$ cat src/rtl/sram_ctl_pkg.sv
package sram_ctl_pkg;

    typedef enum logic [2:0] {
        PH_IDLE,
        PH_SETUP,
        PH_STROBE,
        PH_HOLD,
        PH_TURN
    } phase_e;

    // Internal active-high view of the memory control pins
    typedef struct packed {
        logic sel;     // both chip selects active
        logic wr_stb;  // write strobe
        logic rd_stb;  // output strobe
        logic lanes;   // byte lanes enabled (qualified by mask)
        logic drive;   // controller drives the data pins
    } strobe_t;

    function automatic int unsigned ns2cyc(input int unsigned ns, input int unsigned clk_ns);
        int unsigned c;
        c = (ns + clk_ns - 1) / clk_ns;
        return (c == 0) ? 1 : c;
    endfunction

    function automatic int unsigned cmax(input int unsigned a, input int unsigned b);
        return (a > b) ? a : b;
    endfunction

    function automatic strobe_t strobes_for(input phase_e ph, input logic is_wr);
        strobe_t s;
        s = '0;
        case (ph)
            PH_SETUP: begin
                s.sel   = 1'b1;
                s.lanes = 1'b1;
                s.drive = 1'b1;
            end
            PH_STROBE: begin
                s.sel   = 1'b1;
                s.lanes = 1'b1;
                if (is_wr) begin
                    s.wr_stb = 1'b1;
                    s.drive  = 1'b1;
                end else begin
                    s.rd_stb = 1'b1;
                end
            end
            PH_HOLD: begin
                s.sel   = 1'b1;
                s.lanes = 1'b1;
            end
            default: s = '0;
        endcase
        return s;
    endfunction

endpackage

$ cat src/rtl/sram_phase_timer.sv
module sram_phase_timer #(
    parameter int unsigned CW = 4
) (
    input  logic          clk,
    input  logic          rst,
    input  logic          load,
    input  logic [CW-1:0] load_val,
    output logic          done
);

    logic [CW-1:0] cnt_q;

    always_ff @(posedge clk) begin
        if (rst) begin
            cnt_q <= '0;
        end else if (load) begin
            cnt_q <= load_val;
        end else if (cnt_q != '0) begin
            cnt_q <= cnt_q - 1'b1;
        end
    end

    assign done = (cnt_q == '0);

    // an expired count stays expired until the next phase loads it
    count_floor_chk: assert property (@(posedge clk) disable iff (rst)
        (done && !load) |=> done);

endmodule

$ cat src/rtl/sram_lane_ctl.sv
module sram_lane_ctl #(
    parameter int unsigned LANES  = 2,
    parameter int unsigned LANE_W = 8
) (
    input  logic [LANES-1:0]        mask,
    input  logic                    lanes_on,
    input  logic [LANES*LANE_W-1:0] din,
    output logic [LANES-1:0]        be,
    output logic [LANES*LANE_W-1:0] rd_word
);

    for (genvar i = 0; i < LANES; i++) begin : g_lane
        assign be[i] = lanes_on & mask[i];
        assign rd_word[i*LANE_W +: LANE_W] = mask[i] ? din[i*LANE_W +: LANE_W] : '0;
    end

endmodule

$ cat src/rtl/sram_async_ctl.sv
module sram_async_ctl
    import sram_ctl_pkg::*;
#(
    parameter int unsigned ADDR_W    = 19,
    parameter int unsigned DATA_W    = 16,
    parameter int unsigned CLK_NS    = 10,
    parameter int unsigned T_WP_NS   = 35,
    parameter int unsigned T_WC_NS   = 45,
    parameter int unsigned T_SD_NS   = 25,
    parameter int unsigned T_AA_NS   = 45,
    parameter int unsigned T_DOE_NS  = 22,
    parameter int unsigned T_HZ_NS   = 18
) (
    input  logic              clk,
    input  logic              rst,
    input  logic              host_req,
    input  logic              host_we,
    input  logic [ADDR_W-1:0] host_addr,
    input  logic [DATA_W-1:0] host_wdata,
    input  logic [1:0]        host_bmask,
    output logic              host_ready,
    output logic              host_ack,
    output logic [DATA_W-1:0] host_rdata,
    output logic [ADDR_W-1:0] mem_addr,
    output logic              mem_ce1_n,
    output logic              mem_ce2,
    output logic              mem_we_n,
    output logic              mem_oe_n,
    output logic              mem_ub_n,
    output logic              mem_lb_n,
    output logic [DATA_W-1:0] mem_dout,
    output logic              mem_dout_en,
    input  logic [DATA_W-1:0] mem_din
);

    localparam int unsigned LANE_W  = DATA_W / 2;
    localparam int unsigned WP_C    = ns2cyc(T_WP_NS, CLK_NS);
    localparam int unsigned SD_C    = ns2cyc(T_SD_NS, CLK_NS);
    localparam int unsigned WC_C    = ns2cyc(T_WC_NS, CLK_NS);
    localparam int unsigned AA_C    = ns2cyc(T_AA_NS, CLK_NS);
    localparam int unsigned DOE_C   = ns2cyc(T_DOE_NS, CLK_NS);
    localparam int unsigned HZ_C    = ns2cyc(T_HZ_NS, CLK_NS);
    localparam int unsigned SETUP_C = 1;
    localparam int unsigned WSTR_C  = cmax(WP_C, SD_C);
    localparam int unsigned WHOLD_C = (WC_C > SETUP_C + WSTR_C) ? (WC_C - SETUP_C - WSTR_C) : 1;
    localparam int unsigned RD_C    = cmax(AA_C, DOE_C);
    localparam int unsigned TURN_C  = HZ_C;
    localparam int unsigned LONG_C  = cmax(cmax(WSTR_C, WHOLD_C), cmax(RD_C, TURN_C));
    localparam int unsigned CW      = $clog2(LONG_C + 1);

    phase_e              ph_q, ph_d;
    logic                is_wr_q, wr_d;
    logic [ADDR_W-1:0]   addr_q;
    logic [DATA_W-1:0]   wdata_q;
    logic [1:0]          mask_q;
    strobe_t             pins_q;
    logic                ack_q;
    logic [DATA_W-1:0]   rdata_q;
    logic                accept, fin_rd, fin_wr;
    logic                ld;
    logic [CW-1:0]       ld_val;
    logic                t_done;
    logic [1:0]          be;
    logic [DATA_W-1:0]   rd_word;

    assign accept = (ph_q == PH_IDLE) && host_req;
    assign wr_d   = accept ? host_we : is_wr_q;

    always_comb begin
        ph_d   = ph_q;
        ld     = 1'b0;
        ld_val = '0;
        fin_rd = 1'b0;
        fin_wr = 1'b0;
        case (ph_q)
            PH_IDLE: begin
                if (host_req) begin
                    ld = 1'b1;
                    if (host_we) begin
                        ph_d   = PH_SETUP;
                        ld_val = CW'(SETUP_C - 1);
                    end else begin
                        ph_d   = PH_STROBE;
                        ld_val = CW'(RD_C - 1);
                    end
                end
            end
            PH_SETUP: begin
                if (t_done) begin
                    ph_d   = PH_STROBE;
                    ld     = 1'b1;
                    ld_val = CW'(WSTR_C - 1);
                end
            end
            PH_STROBE: begin
                if (t_done) begin
                    ld = 1'b1;
                    if (is_wr_q) begin
                        ph_d   = PH_HOLD;
                        ld_val = CW'(WHOLD_C - 1);
                    end else begin
                        ph_d   = PH_TURN;
                        ld_val = CW'(TURN_C - 1);
                        fin_rd = 1'b1;
                    end
                end
            end
            PH_HOLD: begin
                if (t_done) begin
                    ph_d   = PH_IDLE;
                    fin_wr = 1'b1;
                end
            end
            PH_TURN: begin
                if (t_done) ph_d = PH_IDLE;
            end
            default: ph_d = PH_IDLE;
        endcase
    end

    sram_phase_timer #(.CW(CW)) i_timer (
        .clk      (clk),
        .rst      (rst),
        .load     (ld),
        .load_val (ld_val),
        .done     (t_done)
    );

    always_ff @(posedge clk) begin
        if (rst) begin
            ph_q    <= PH_IDLE;
            is_wr_q <= 1'b0;
            addr_q  <= '0;
            wdata_q <= '0;
            mask_q  <= '0;
            pins_q  <= '0;
            ack_q   <= 1'b0;
            rdata_q <= '0;
        end else begin
            ph_q    <= ph_d;
            is_wr_q <= wr_d;
            pins_q  <= strobes_for(ph_d, wr_d);
            ack_q   <= fin_rd | fin_wr;
            if (accept) begin
                addr_q  <= host_addr;
                wdata_q <= host_wdata;
                mask_q  <= host_bmask;
            end
            if (fin_rd) rdata_q <= rd_word;
        end
    end

    sram_lane_ctl #(.LANES(2), .LANE_W(LANE_W)) i_lanes (
        .mask     (mask_q),
        .lanes_on (pins_q.lanes),
        .din      (mem_din),
        .be       (be),
        .rd_word  (rd_word)
    );

    assign host_ready  = (ph_q == PH_IDLE);
    assign host_ack    = ack_q;
    assign host_rdata  = rdata_q;
    assign mem_addr    = addr_q;
    assign mem_ce1_n   = ~pins_q.sel;
    assign mem_ce2     = pins_q.sel;
    assign mem_we_n    = ~pins_q.wr_stb;
    assign mem_oe_n    = ~pins_q.rd_stb;
    assign mem_lb_n    = ~be[0];
    assign mem_ub_n    = ~be[1];
    assign mem_dout    = wdata_q;
    assign mem_dout_en = pins_q.drive;


    oe_in_write_chk: assert property (@(posedge clk) disable iff (rst)
        !mem_we_n |-> mem_oe_n);


    dout_turn_chk: assert property (@(posedge clk) disable iff (rst)
        mem_dout_en |-> (mem_oe_n && $past(mem_oe_n)));


    data_thru_strobe_chk: assert property (@(posedge clk) disable iff (rst)
        $rose(mem_we_n) |-> $past(mem_dout_en));


    ack_single_chk: assert property (@(posedge clk) disable iff (rst)
        host_ack |=> !host_ack);


    idle_wait_chk: assert property (@(posedge clk) disable iff (rst)
        (host_ready && !host_req) |=> host_ready);


    idle_deselect_chk: assert property (@(posedge clk) disable iff (rst)
        host_ready |-> (mem_ce1_n && !mem_ce2 && !mem_dout_en));

endmodule

$ cat config.mk
export PLATFORM = sky130hd
export DESIGN_NAME = sram_async_ctl
export DESIGN_NICKNAME = d
export VERILOG_FILES = /design/src/rtl/sram_ctl_pkg.sv /design/src/rtl/sram_phase_timer.sv /design/src/rtl/sram_lane_ctl.sv /design/src/rtl/sram_async_ctl.sv
export SDC_FILE = /design/constraint.sdc
export NUM_CORES = 1
export LEC_CHECK = 0
export BUFFER_PORTS_ARGS = -buffer_cell sky130_fd_sc_hd__buf_2
export CAP_MARGIN = 20
export CORE_MARGIN = 2
export CORE_UTILIZATION = 46
export DETAILED_ROUTE_END_ITERATION = 7
export GPL_TIMING_DRIVEN = 0
export HOLD_SLACK_MARGIN = 0.05
export PLACE_DENSITY = 0.77
export SYNTH_ARGS = -nofsm -noshare
export SYNTH_HDL_FRONTEND = slang
export SYNTH_SLANG_ARGS = --single-unit
$ cat constraint.sdc
create_clock -name clk -period 1.8 [get_ports clk]
set_input_delay 0.45 -clock clk [delete_from_list [all_inputs] [get_ports clk]]
set_output_delay 0.45 -clock clk [all_outputs]
set_load 0.01 [all_outputs]
# == After elaboration in Yosys (flattened, before gate mapping) ==
# Cells that the tools add are included.
# op_classes
n_addsub,1
n_eq_ne,7
mux,29
n_bitwise,9
reduce_logical,9
# op_table
op,n
$mux W3,9
$mux W8,2
$eq A3 B2 Y1 const B,4
$mux W1,12
$pmux W3 S4,1
$pmux W3 S3,1
$eq A3 B1 Y1 const B,2
$logic_not A3 Y1,2
$not A1 Y1,6
$reduce_or A2 Y1,3
$mux W2,2
$pmux W1 S2,2
$eq A3 B3 Y1 const B,1
$reduce_bool A3 Y1,1
$reduce_or A3 Y1,1
$sub A3 B1 Y3 const B,1
$and A1 B1 Y1,2
$reduce_bool A2 Y1,1
$logic_and A1 B1 Y1,1
$or A1 B1 Y1,1
# totals
regBits,65
wordCells,67

# == Depth between registers and ports, before layout ==
# Gate-level depths: netlist of run 1.
# logic_depth
depth_word,6
mapped_depth,8
depth_no_buf,6

# == Modules after synthesis ==
# Synthesis of run 1 repeated with hierarchy kept, for this count alone.
# unflattened
hier_cells,329
hier_area_um2,2637.5
# modules_own_cells
mod,instances,cells_each,area_per_inst_um2,seq_area_each_um2
sram_async_ctl,1,289,2318.5,1241.2
sram_phase_timer,1,22,206.4,60.1
sram_lane_ctl,1,18,112.6,0.0

# == Worst setup path after synthesis of run 1 ==
# No wires, ideal clock.
# synth_timing
path_kind,register -> register
start,reg i_timer.cnt_q[0]
end,"reg rdata_q[10], in the netlist host_rdata[10]"
arrival_time_ns,1.400
required_ns,1.730
slack_ns,0.330
stages_incl_launch_ff,8
path_cell_list,dfxtp_1 inv_1 ha_1 nor3b_2 nand2_1 clkbuf_1 nand2_1 a21oi_1
# synth_between
elab_chain_cells,3
# synth_lines
element,line,text
start: declaration,sram_phase_timer.sv:11,logic [CW-1:0] cnt_q;
start signal: assignment,sram_phase_timer.sv:17,cnt_q <= load_val;
start signal: assignment,sram_phase_timer.sv:19,cnt_q <= cnt_q - 1'b1;
$logic_not A3 Y1,sram_phase_timer.sv:23,assign done = (cnt_q == '0);
$mux W1,sram_async_ctl.sv:96,if (t_done) begin
$mux W1,sram_async_ctl.sv:75,case (ph_q)
end signal: assignment,sram_async_ctl.sv:149,if (fin_rd) rdata_q <= rd_word;
end: declaration,sram_async_ctl.sv:58,logic [DATA_W-1:0] rdata_q;
# No other way between the ends.
# A chain may end at the register's enable or synchronous reset.

# == Worst setup path after layout of run 1 ==
# layout_timing
start,reg ph_q[2]
end,out host_ready
# layout_between
elab_chain_cells,1
# layout_lines
element,line,text
start: declaration,sram_async_ctl.sv:51,"phase_e ph_q, ph_d;"
start signal: assignment,sram_async_ctl.sv:140,ph_q <= ph_d;
$logic_not A3 Y1,sram_async_ctl.sv:161,assign host_ready = (ph_q == PH_IDLE);
end: declaration,sram_async_ctl.sv:21,"output logic host_ready,"
# No other way between the ends.

==> results of run 1 <==
[cell families (layout without fill, tap and decap cells)]
| group | after synthesis | in the layout | synth area share (%) |
|---|---|---|---|
| and+or+nand+nor | 141 | 141 | 25.0 |
| AOI/OAI and AO/OA | 67 | 67 | 15.3 |
| DFF | 65 | 65 | 51.0 |
| buffers and inverters | 30 | 160 | 6.27 |
| adders and majority gates | 2 | 2 | 0.980 |
| xor gates and xnor gates | 2 | 2 | 0.686 |
| muxes | 2 | 2 | 0.784 |
[worst max path at each step]
stage / from / to / depth (start not counted)
2_1_floorplan: i_timer.cnt_q[0]$_SDFFE_PP0P_ / host_rdata[10]$_SDFFE_PP0P_ / 7
3_3_place_gp: i_timer.cnt_q[0]$_SDFFE_PP0P_ / host_rdata[14]$_SDFFE_PP0P_ / 7
3_5_place_dp: i_timer.cnt_q[0]$_SDFFE_PP0P_ / host_rdata[9]$_SDFFE_PP0P_ / 7
4_1_cts: i_timer.cnt_q[0]$_SDFFE_PP0P_ / host_rdata[9]$_SDFFE_PP0P_ / 7
5_1_grt: i_timer.cnt_q[0]$_SDFFE_PP0P_ / host_rdata[14]$_SDFFE_PP0P_ / 8
6_report: ph_q[2]$_SDFF_PP0_ / host_ready / 3
[per-layer routing]
metal,track usage (%),part of all wire [%],vias up
li1,-,-,1272
met1,26.0,45,1143
met2,33.8,45,98
met3,9.08,8.4,10
met4,7.89,1.4,0
met5,0,0,-
[state kept, by name (all words and copies together) (netlist names)]
signal / flops
mem_addr: 19
host_rdata: 16
mem_dout: 16
i_timer.cnt_q: 3
ph_q: 3
pins_q: 3
mask_q: 2
host_ack: 1
is_wr_q: 1
mem_dout_en: 1
[synthesized netlist by cell type]
library cell	number
a21oi_1	56
inv_1	6
buf_6	5
nor2_1	6
a311oi_2	1
nor4b_4	1
a311oi_1	1
nor3b_2	2
nand3b_1	3
ha_1	2
a2111o_1	1
o211ai_1	1
nor3b_1	1
clkbuf_1	13
buf_2	5
nand3_1	20
nor2_2	1
o21ai_1	1
nor2b_1	2
and2_1	1
xnor2_1	2
a221oi_1	1
a21o_1	1
o31a_1	1
nor3_1	3
nand2_1	97
mux2i_1	2
or4b_4	1
buf_4	1
a211o_1	2
dfxtp_1	65
nand2b_1	3
o31ai_4	1
[power breakdown]
part	switching, mW	leakage (nW)	internal [mW]
sequential	0.126	0.531	1.63
combinational	0.809	0.939	0.624
clock	0.509	0.106	0.809
[repair_timing]
action / in CTS / in global routing
resized for setup: 2 / 8
hold buffers: 0 / 0
endpoints found under the setup margin: 12 / 12
gates cloned: 0 / 0
buffers inserted: 0 / 2
[through the flow]
stage	instance area, µm²	hold slack [ps]
finish	3460	346
global route	3460	332
CTS	3430	334
detailed placement	3220	440
global placement	3220	436
floorplan	2550	476
[layout make-up]
class,instances,share of cell area [%]
buffer,22,3.91
clock buffer,12,4.20
clock inverter,3,1.88
inverter,6,0.651
multi-input combinational,214,32.1
sequential,65,37.6
tap,72,2.60
timing repair buffer,117,17.1
[critical path: cells and delay by family, from the launching register on]
family	cells	cell delay, ps
flip-flops	1	440
AND/OR/NAND/NOR	1	70
buffers and inverters	2	430
==> summary.txt, run 1 <==
Synth
  – Yosys warnings: 0
  – Sequential-to-total area share from yosys stat: around half
  – Post-Syn Area per Cell: 8.26 µm²
  – Top post-synthesis cells by area: dfxtp_1 (51%), nand2_1 (14%), a21oi_1 (11%), nand3_1 (3.9%), buf_6 (2.2%)
  – Unique masters post-synth: 33
  – Mapped Area: roughly 2600 µm²
  – Area leader, netlist: dfxtp_1
  – #FFs+latches synth: 65
  – Syn_nets: 368
  – Post-synth top area share: roughly half
  – Post-Syn Instances: 309

Detailed routing
  – Detail Route Antenna Nets: 0
  – Remaining DRCs: 0
  – Overall routed net length: 6.43 mm
  – Avg WL per Cell: roughly 13 µm
  – DR iter-0 viols: 84
  – Via Count: 2523
  – First-pass DRT Iterations: 4
  – Vias per cell: 4.94

Critical path
  – CP startpoint kind: flip-flop
  – R2R cell count: 8
  – Reg2reg setup slack: around 150 ps
  – Crit-path max FO: 10
  – RR Endpoint: host_rdata[14]$_SDFFE_PP0P_
  – RR Startpoint: i_timer.cnt_q[0]$_SDFFE_PP0P_
  – CP arrival: about 1300 ps
  – Crit-path slowest cell: dfxtp_1
  – Cell chain of the critical path: buf_2 > nor3_2 > buf_2
  – Critical path's largest stage delay: approximately 440 ps
  – Critical path type: reg -> out
  – CP required: approximately 1400 ps
  – Critical path's most frequent cell: buf_2
  – Critical path endpoint category: output pin

Finish
  – Commonest non-fill, non-tap cell in the layout: buf_2
  – Most frequent cells in the layout: buf_2 (120), nand2_1 (96), dfxtp_1 (65)
  – Area Growth Syn to Fin: 35.4%
  – Area of the multi-input gates: approximately 1100 µm²
  – Fin util: between 60% and 70%
  – Fin cells: 511
  – Fill cells: ~470
  – Fin nets: ~490
  – # diodes: 0
  – Total area of sequential cells: ~1300 µm²
  – Share of layout cells above drive strength 1: about a third

Global route
  – Total congestion overflow: 0
  – GRT Total Usage: between 20% and 30%
  – Vias in the first global route: ~2300
  – Initial antenna violation count: 0
  – Global-route wire length before repair: about 10 mm
  – Largest net degree at the start of global routing: 11

Place
  – Port bufs: approximately 120
  – DPL Wire Length: between 4 and 5 mm
  – RePlAce Congestion: 0.833
  – Pre-CTS setup slack: -14.4 ps
  – Cells after DPL: roughly 500

Hold path
  – Min-delay src: host_bmask[1]
  – Tightest Hold Check Type: in -> reg
  – Hold Crit Depth: 3
  – Hold Crit Endpoint: mask_q[1]$_SDFFE_PP0P_

Power and ir drop
  – PD cells: between 1000 and 1500 nW/µm²
  – Leakage: between 1.5 and 2 nW
  – Peak VDD IR: between 600 and 700 µV
  – Overall Power: between 4 and 5 mW

Timing
  – Relative slew slack: 67.0%
  – Fin crit share: between 90% and 100%
  – Clk_skew: approximately 6.5 ps
  – Tmin final: between 1500 and 2000 ps
  – Worst Max-Slew Pin Slew: about 490 ps
  – Fin. max-slew vios: 0
  – Hold Fails Final Rpt: 0
  – Setup TNS: 0 ps
  – Finish-stage setup viols: 0
  – Fmax: ~0.58 GHz
  – Worst setup margin: 77.6 ps

Clock tree
  – Clock buffer count from CTS: 9
  – CTS Buffer Depth: 2
  – Reg clk slew, reported paths: 70 ps
  – Htree depth: 3
  – CTS Sinks: 65
  – Clk_lat worst skew: 330 ps
  – Clock Tree Root: clkbuf_8
  – CTS tree: yes

Floorplan
  – FP Rows: 27
  – Die span in y: 78.5 µm
  – Core footprint: approximately 5400 µm²
  – Initial core utilization: between 40% and 50%
  – # IOs: 117
  – Chip width: 78.5 µm
  – DIE AREA: a little over 6000 µm²

Flow run
  – Max-Cap Viols: 0

Status
  – Status: finished, final reports clean
Power figures use the tool's default switching activity.
==> run 2: changes to the inputs <==
--- a/config.mk
+++ b/config.mk
@@ -5,6 +5,7 @@
 export SDC_FILE = /design/constraint.sdc
 export NUM_CORES = 1
 export LEC_CHECK = 0
+export ABC_AREA = 1
 export BUFFER_PORTS_ARGS = -buffer_cell sky130_fd_sc_hd__buf_2
 export CAP_MARGIN = 20
 export CORE_MARGIN = 2
==> summary.txt, run 2 <==
Clock tree
  – CTS Buffer Depth: 2 (unchanged)
  – Clock Tree Root: clkbuf_8
  – Htree depth: 3 (unchanged)
  – Reg clk slew, reported paths: 70 ps (about the same)
  – Hold-fix buffers at CTS: 0 (unchanged)
  – Post-CTS Setup Bufs: 0 (unchanged)
  – Clock buffer count from CTS: 9 (unchanged)
  – CTS-repair resized insts: 0 (-2)
  – Clk_lat worst skew: 340 ps (about the same)
  – CTS tree: yes
  – CTS Sinks: 65 (unchanged)

Finish
  – Max reg flops: 19 (unchanged)
  – Fill cells: 503 (+7.5%)
  – Share of layout cells above drive strength 1: 31.9% (-2.9 points)
  – Commonest non-fill, non-tap cell in the layout: buf_2
  – Fin util: 64.5% (+0.94 points)
  – Post-route design area: 3360 µm² (-2.9%)
  – # diodes: 0 (unchanged)
  – Most frequent cells in the layout: buf_2 (121), nand2_1 (118), dfxtp_1 (65)
  – Area Growth Syn to Fin: 32.9%
  – Fin nets: 522 (+5.7%)
  – Area of the multi-input gates: 1020 µm² (-7.6%)
  – Total area of sequential cells: 1300 µm² (unchanged)
  – Fin cells: 537 (+5.1%)

Global route
  – Largest net degree at the start of global routing: 11 (unchanged)
  – GRT Total Usage: 21.4% (-0.038 points)
  – Total congestion overflow: 0 (unchanged)
  – Initial antenna violation count: 0 (unchanged)
  – Global-route wire length before repair: 10.4 mm (-0.53%)
  – Vias in the first global route: 2306 (-0.17%)

Hold path
  – Tightest Hold Check Type: in -> reg

Floorplan
  – Die span in y: 78.1 µm (-0.49%)
  – Initial core utilization: 48.6% (+1.6 points)
  – Chip width: 78.1 µm (-0.49%)
  – # IOs: 117 (unchanged)
  – DIE AREA: 6100 µm² (-0.98%)
  – FP Rows: 26 (-3.7%)
  – Core footprint: 5200 µm² (-4.3%)

Power and ir drop
  – Seq pwr share: 42.1% (+3.2 points)
  – Psw: 1.49 mW (+3.0%)
  – Leakage: 1.66 nW (+5.1%)
  – Switch share: 35.7% (+3.6 points)
  – Peak VDD IR: 745 µV (+9.4%)
  – Clock Power Share: 25.2% (-4.1 points)
  – P_int: 2.68 mW (-12%)
  – Overall Power: 4.17 mW (-7.5%)
  – PD cells: 1240 nW/µm² (-4.7%)
  – Combinational share of power: 32.7% (+0.9 points)

Detailed routing
  – Vias per cell: 4.77 (-3.3%)
  – Detail Route Antenna Nets: 0 (unchanged)
  – DR iter-0 viols: 177 (+110%)
  – Via Count: 2564 (+1.6%)
  – Overall routed net length: 6.37 mm (-0.87%)
  – Remaining DRCs: 0 (unchanged)
  – First-pass DRT Iterations: 4 (unchanged)
  – Avg WL per Cell: 11.9 µm (-5.7%)

Synth
  – Unique masters post-synth: 21 (-36%)
  – Synth top cells by count: nand2_1 (118), dfxtp_1 (65), a21oi_1 (55)
  – Ys flop type: dfxtp_1
  – Sequential-to-total area share from yosys stat: 51.5% (+0.53 points)
  – Post-Syn Area per Cell: 7.52 µm² (-9.0%)
  – Top post-synthesis cells by area: dfxtp_1 (51%), nand2_1 (18%), a21oi_1 (11%), nand3_1 (4.8%), inv_1 (2.8%)
  – Syn_nets: 395 (+7.3%)
  – Top-count cell post-synth: nand2_1
  – Post-Syn Instances: 336 (+8.7%)
  – Post-synth EDFFs: 0 (unchanged)
  – Yosys warnings: 0 (unchanged)
  – Synth async-reset ratio: 0% (unchanged)
  – #FFs+latches synth: 65 (unchanged)
  – Area leader, netlist: dfxtp_1
  – Mapped Area: 2530 µm² (-1.0%)
  – Post-synth top area share: 51.5% (+0.53 points)

Timing
  – Relative slew slack: 65.6% (-1.4 points)
  – Tmin final: 1600 ps (-122 ps)
  – Fin Hold WS: 348 ps (+1.57 ps)
  – Fin crit share: 88.9% (-6.8 points)
  – Worst setup margin: 200 ps (+122 ps)
  – Fmax: 0.625 GHz (+7.6%)
  – Worst Max-Slew Pin Slew: 502 ps (+7.88 ps)
  – Hold Fails Final Rpt: 0 (unchanged)
  – Setup TNS: 0 ps (unchanged)
  – Clk_skew: 7.09 ps (+0.584 ps)
  – RSZ-0062 raised after global routing: false
  – Finish-stage setup viols: 0 (unchanged)
  – Fin. max-slew vios: 0 (unchanged)

Status
  – Status: finished, final reports clean

Critical path
  – CP arrival: 1150 ps (-120 ps)
  – CP required: 1350 ps (about the same)
  – Critical path type: reg -> out
  – Critical path endpoint category: output pin
  – Crit-path max FO: 7 (-3)
  – CP startpoint kind: flip-flop

Place
  – DPL Wire Length: 4.66 mm (+2.8%)
  – Port bufs: 116 (+0.87%)
  – Pre-CTS setup slack: 128 ps (+143 ps)
  – RePlAce Congestion: 0.829 (-0.55%)
  – Placement Cell Area: 3200 µm² (-0.74%)
  – Cells after DPL: 522 (+5.2%)

Flow run
  – Max-Cap Viols: 0 (unchanged)
run 2: changes by cell type after synthesis, sizes merged, moves of 5 or more:
cell | before | now
nand3 | 20 | 25
nand2 | 97 | 119
clkbuf | 13 | 6
inv | 6 | 22
nor2 | 7 | 20
run 2: layer usage:
| layer | GRT usage [%] | vias to the layer above | share of wire [%] |
|---|---|---|---|
| li1 | - | 1322 | - |
| met1 | 27.1 | 1120 | 43 |
| met2 | 34.2 | 112 | 46 |
| met3 | 5.52 | 10 | 8.8 |
| met4 | 10.0 | 0 | 1.4 |
| met5 | 0 | - | 0 |
run 2: worst max-delay path: stages (launching register included):
cell and delay (ps):
dfxtp_1 490, nor2_4 80, nand2_1 80, inv_1 40
buf_2 120
run 2: power by group through the flow:
stage          Sequential, mW  Combinational (mW)  Clock (mW)
3_3_place_gp             1.78                1.33           0
5_1_grt                  1.78                1.55        1.13
4_1_cts                  1.75                1.37        1.07
3_5_place_dp             1.78                1.36           0
2_1_floorplan            1.84               0.859           0
6_report                 1.76                1.36        1.05
run 2: layout make-up:
| cell class | count | share of cell area, % |
|---|---|---|
| well taps | 70 | 2.61 |
| repair buffers | 116 | 17.3 |
| multi-input cells | 230 | 30.5 |
| clock inverters | 3 | 0.522 |
| clock buffers | 12 | 4.32 |
| inverters | 22 | 2.46 |
| plain buffers | 19 | 3.54 |
| flip-flops and latches | 65 | 38.7 |
run 2: cells by family (layout without fill, tap and decap cells):
| group | after synthesis | after routing | synth area share (%) |
|---|---|---|---|
| adders and majority gates | 2 | 2 | 0.990 |
| and+or+nand+nor | 167 | 167 | 26.9 |
| xor gates and xnor gates | 2 | 2 | 0.693 |
| DFF | 65 | 65 | 51.5 |
| buffers and inverters | 41 | 172 | 7.97 |
| AOI/OAI and AO/OA | 59 | 59 | 12.0 |
run 2: final timing paths:
kind / from / endpoint / slack, ps / cells after the start
min: host_addr[4] / mem_addr[4]$_SDFFE_PP0P_ / 350 / 3
max reg2reg: i_timer.cnt_q[0]$_SDFFE_PP0P_ / host_rdata[7]$_SDFFE_PP0P_ / 230 / 9
max: ph_q[0]$_SDFF_PP0_ / host_ready / 200 / 4
min reg2reg: mem_addr[17]$_SDFFE_PP0P_ / mem_addr[17]$_SDFFE_PP0P_ / 460 / 2
==> run 3: changes to the inputs <==
--- a/config.mk
+++ b/config.mk
@@ -9,11 +9,12 @@
 export BUFFER_PORTS_ARGS = -buffer_cell sky130_fd_sc_hd__buf_2
 export CAP_MARGIN = 20
 export CORE_MARGIN = 2
-export CORE_UTILIZATION = 46
+export CORE_UTILIZATION = 50
 export DETAILED_ROUTE_END_ITERATION = 7
 export GPL_TIMING_DRIVEN = 0
 export HOLD_SLACK_MARGIN = 0.05
-export PLACE_DENSITY = 0.77
+export PLACE_DENSITY = 0.83
+export SETUP_SLACK_MARGIN = 0.4
 export SYNTH_ARGS = -nofsm -noshare
 export SYNTH_HDL_FRONTEND = slang
 export SYNTH_SLANG_ARGS = --single-unit
==> constraint.sdc (replaced) <==
create_clock -name clk -period 1.85 [get_ports clk]
set_input_delay 0.4625 -clock clk [delete_from_list [all_inputs] [get_ports clk]]
set_output_delay 0.4625 -clock clk [all_outputs]
set_load 0.01 [all_outputs]
==> summary.txt, run 3 (same netlist as run 2, synthesis figures left out) <==
Hold path
  – Min-delay src: host_addr[11]
  – Tightest Hold Check Type: in -> reg

Power and ir drop
  – Peak VDD IR: 804 µV (+7.9%)
  – Leakage: 1.82 nW (+10%)
  – PD cells: 1330 nW/µm² (+7.6%)
  – Overall Power: 4.94 mW (+18%)

Clock tree
  – CTS Sinks: 65 (unchanged)
  – CTS tree: yes
  – Reg clk slew, reported paths: 70 ps (about the same)
  – Clk_lat worst skew: 340 ps (about the same)
  – Clock Tree Root: clkbuf_8
  – Clock buffer count from CTS: 9 (unchanged)
  – Htree depth: 3 (unchanged)
  – CTS Buffer Depth: 2 (unchanged)

Timing
  – Clk_skew: 10.6 ps (+3.48 ps)
  – Setup TNS: 0 ps (unchanged)
  – Fin crit share: approximately four fifths
  – Fmax: ~0.66 GHz
  – Worst Max-Slew Pin Slew: 547 ps (+45.0 ps)
  – Fin. max-slew vios: 0 (unchanged)
  – Fin Hold WS: 358 ps (+10.3 ps)
  – RSZ-0062 raised after global routing: true
  – Hold Fails Final Rpt: 0 (unchanged)
  – Finish-stage setup viols: 0 (unchanged)
  – Tmin final: 1500 ps
  – Worst setup margin: 346 ps (+146 ps)
  – Relative slew slack: 63.5% (-2.1 points)

Finish
  – Max reg flops: 19 (unchanged)
  – Share of layout cells above drive strength 1: 38.1% (+6.2 points)
  – Area Growth Syn to Fin: 46.3%
  – # diodes: 0 (unchanged)
  – Commonest non-fill, non-tap cell in the layout: buf_2
  – Most frequent cells in the layout: buf_2 (119), nand2_1 (115), dfxtp_1 (60)
  – Fin nets: 539 (+3.3%)
  – Fin util: 77.3% (+13 points)

Floorplan
  – Chip width: 75.1 µm (-3.9%)
  – Initial core utilization: 52.8% (+4.3 points)
  – DIE AREA: 5640 µm² (-7.6%)
  – FP Rows: 25 (-3.8%)
  – Die span in y: 75.1 µm (-3.9%)
  – # IOs: 117 (unchanged)
  – Core footprint: 4790 µm² (-8.1%)

Critical path
  – Critical path type: reg -> out
  – Launching element of the worst setup path: ph_q[0]$_SDFF_PP0_
  – RR Startpoint: ph_q[0]$_SDFF_PP0_
  – CP startpoint kind: flip-flop
  – CP required: 1390 ps (+40 ps)
  – Crit-path max FO: 2 (-5)
  – CP arrival: 1040 ps (-110 ps)
  – Critical path endpoint category: output pin

Detailed routing
  – Overall routed net length: 6.79 mm (+6.6%)
  – Avg WL per Cell: 12.3 µm (+3.7%)
  – DR iter-0 viols: 124 (-30%)
  – Detail Route Antenna Nets: 0 (unchanged)
  – Remaining DRCs: 0 (unchanged)
  – First-pass DRT Iterations: 4 (unchanged)
  – Via Count: 2723 (+6.2%)
  – Vias per cell: 4.93 (+3.3%)

Global route
  – Initial antenna violation count: 0 (unchanged)
  – Vias in the first global route: 2491 (+8.0%)
  – Total congestion overflow: 0 (unchanged)
  – GRT Total Usage: 24.2% (+2.8 points)
  – Global-route wire length before repair: 10.4 mm (-0.33%)
  – Largest net degree at the start of global routing: 13 (+2)

Place
  – Pre-CTS setup slack: 216 ps (+87.8 ps)
  – RePlAce Congestion: 0.883 (+6.5%)
  – Port bufs: 116 (unchanged)
  – DPL Wire Length: 4.57 mm (-1.9%)

Status
  – Status: finished, final reports clean

Flow run
  – Max-Cap Viols: 0 (unchanged)
## run 3: critical path, cell delays in order, from the launching register on
cell     delay [ps]
dfxtp_4         360
nor2_4          120
nand2_2          60
inv_1            40
buf_2           110
## run 3: routing by layer
metal	wire length [µm]	global-route usage (%)	vias to the layer above
met3	599	7.90	20
met1	2760	26.4	1226
met4	160	11.1	0
met2	3280	42.3	120
li1	-	-	1357
met5	0	0	-
## run 3: power breakdown
group / switching (mW) / leakage, nW / internal (mW)
Sequential: 0.115 / 0.534 / 1.60
Clock: 0.561 / 0.137 / 1.08
Combinational: 0.923 / 1.15 / 0.659
Total: 1.60 / 1.82 / 3.34
## run 3: metrics by stage
step	instance area, µm²	cells
global placement	3190	519
CTS	3570	543
finish	3700	552
detailed placement	3190	519
global route	3700	552
floorplan	2530	336
## run 3: what timing repair did
action,in CTS,in global routing
cloned,0,2
hold buffers,0,0
endpoints found under the setup margin,17,38
gates resized for setup,15,18
buffers inserted,8,7
pin swaps,2,3
## run 3: path summary, 6_finish.rpt
kind                                             endpoint  slack, ps  cells after the start
worst min register to register   mem_dout[1]$_SDFFE_PP0P_        460                      2
worst max-delay path                           host_ready        350                      4
worst min-delay path            mem_addr[11]$_SDFFE_PP0P_        360                      3
worst max register to register   mem_addr[5]$_SDFFE_PP0P_        420                      8
## run 3: area by class of cell
| type | count | area, µm² |
|---|---|---|
| multi-input combinational | 230 | 1090 |
| sequential | 65 | 1310 |
| tap | 67 | 83.8 |
| buffer | 19 | 146 |
| inverter | 22 | 85.1 |
| clock buffer | 10 | 138 |
| timing repair buffer | 133 | 712 |
| clock inverter | 6 | 138 |
| fill | 352 | 1090 |
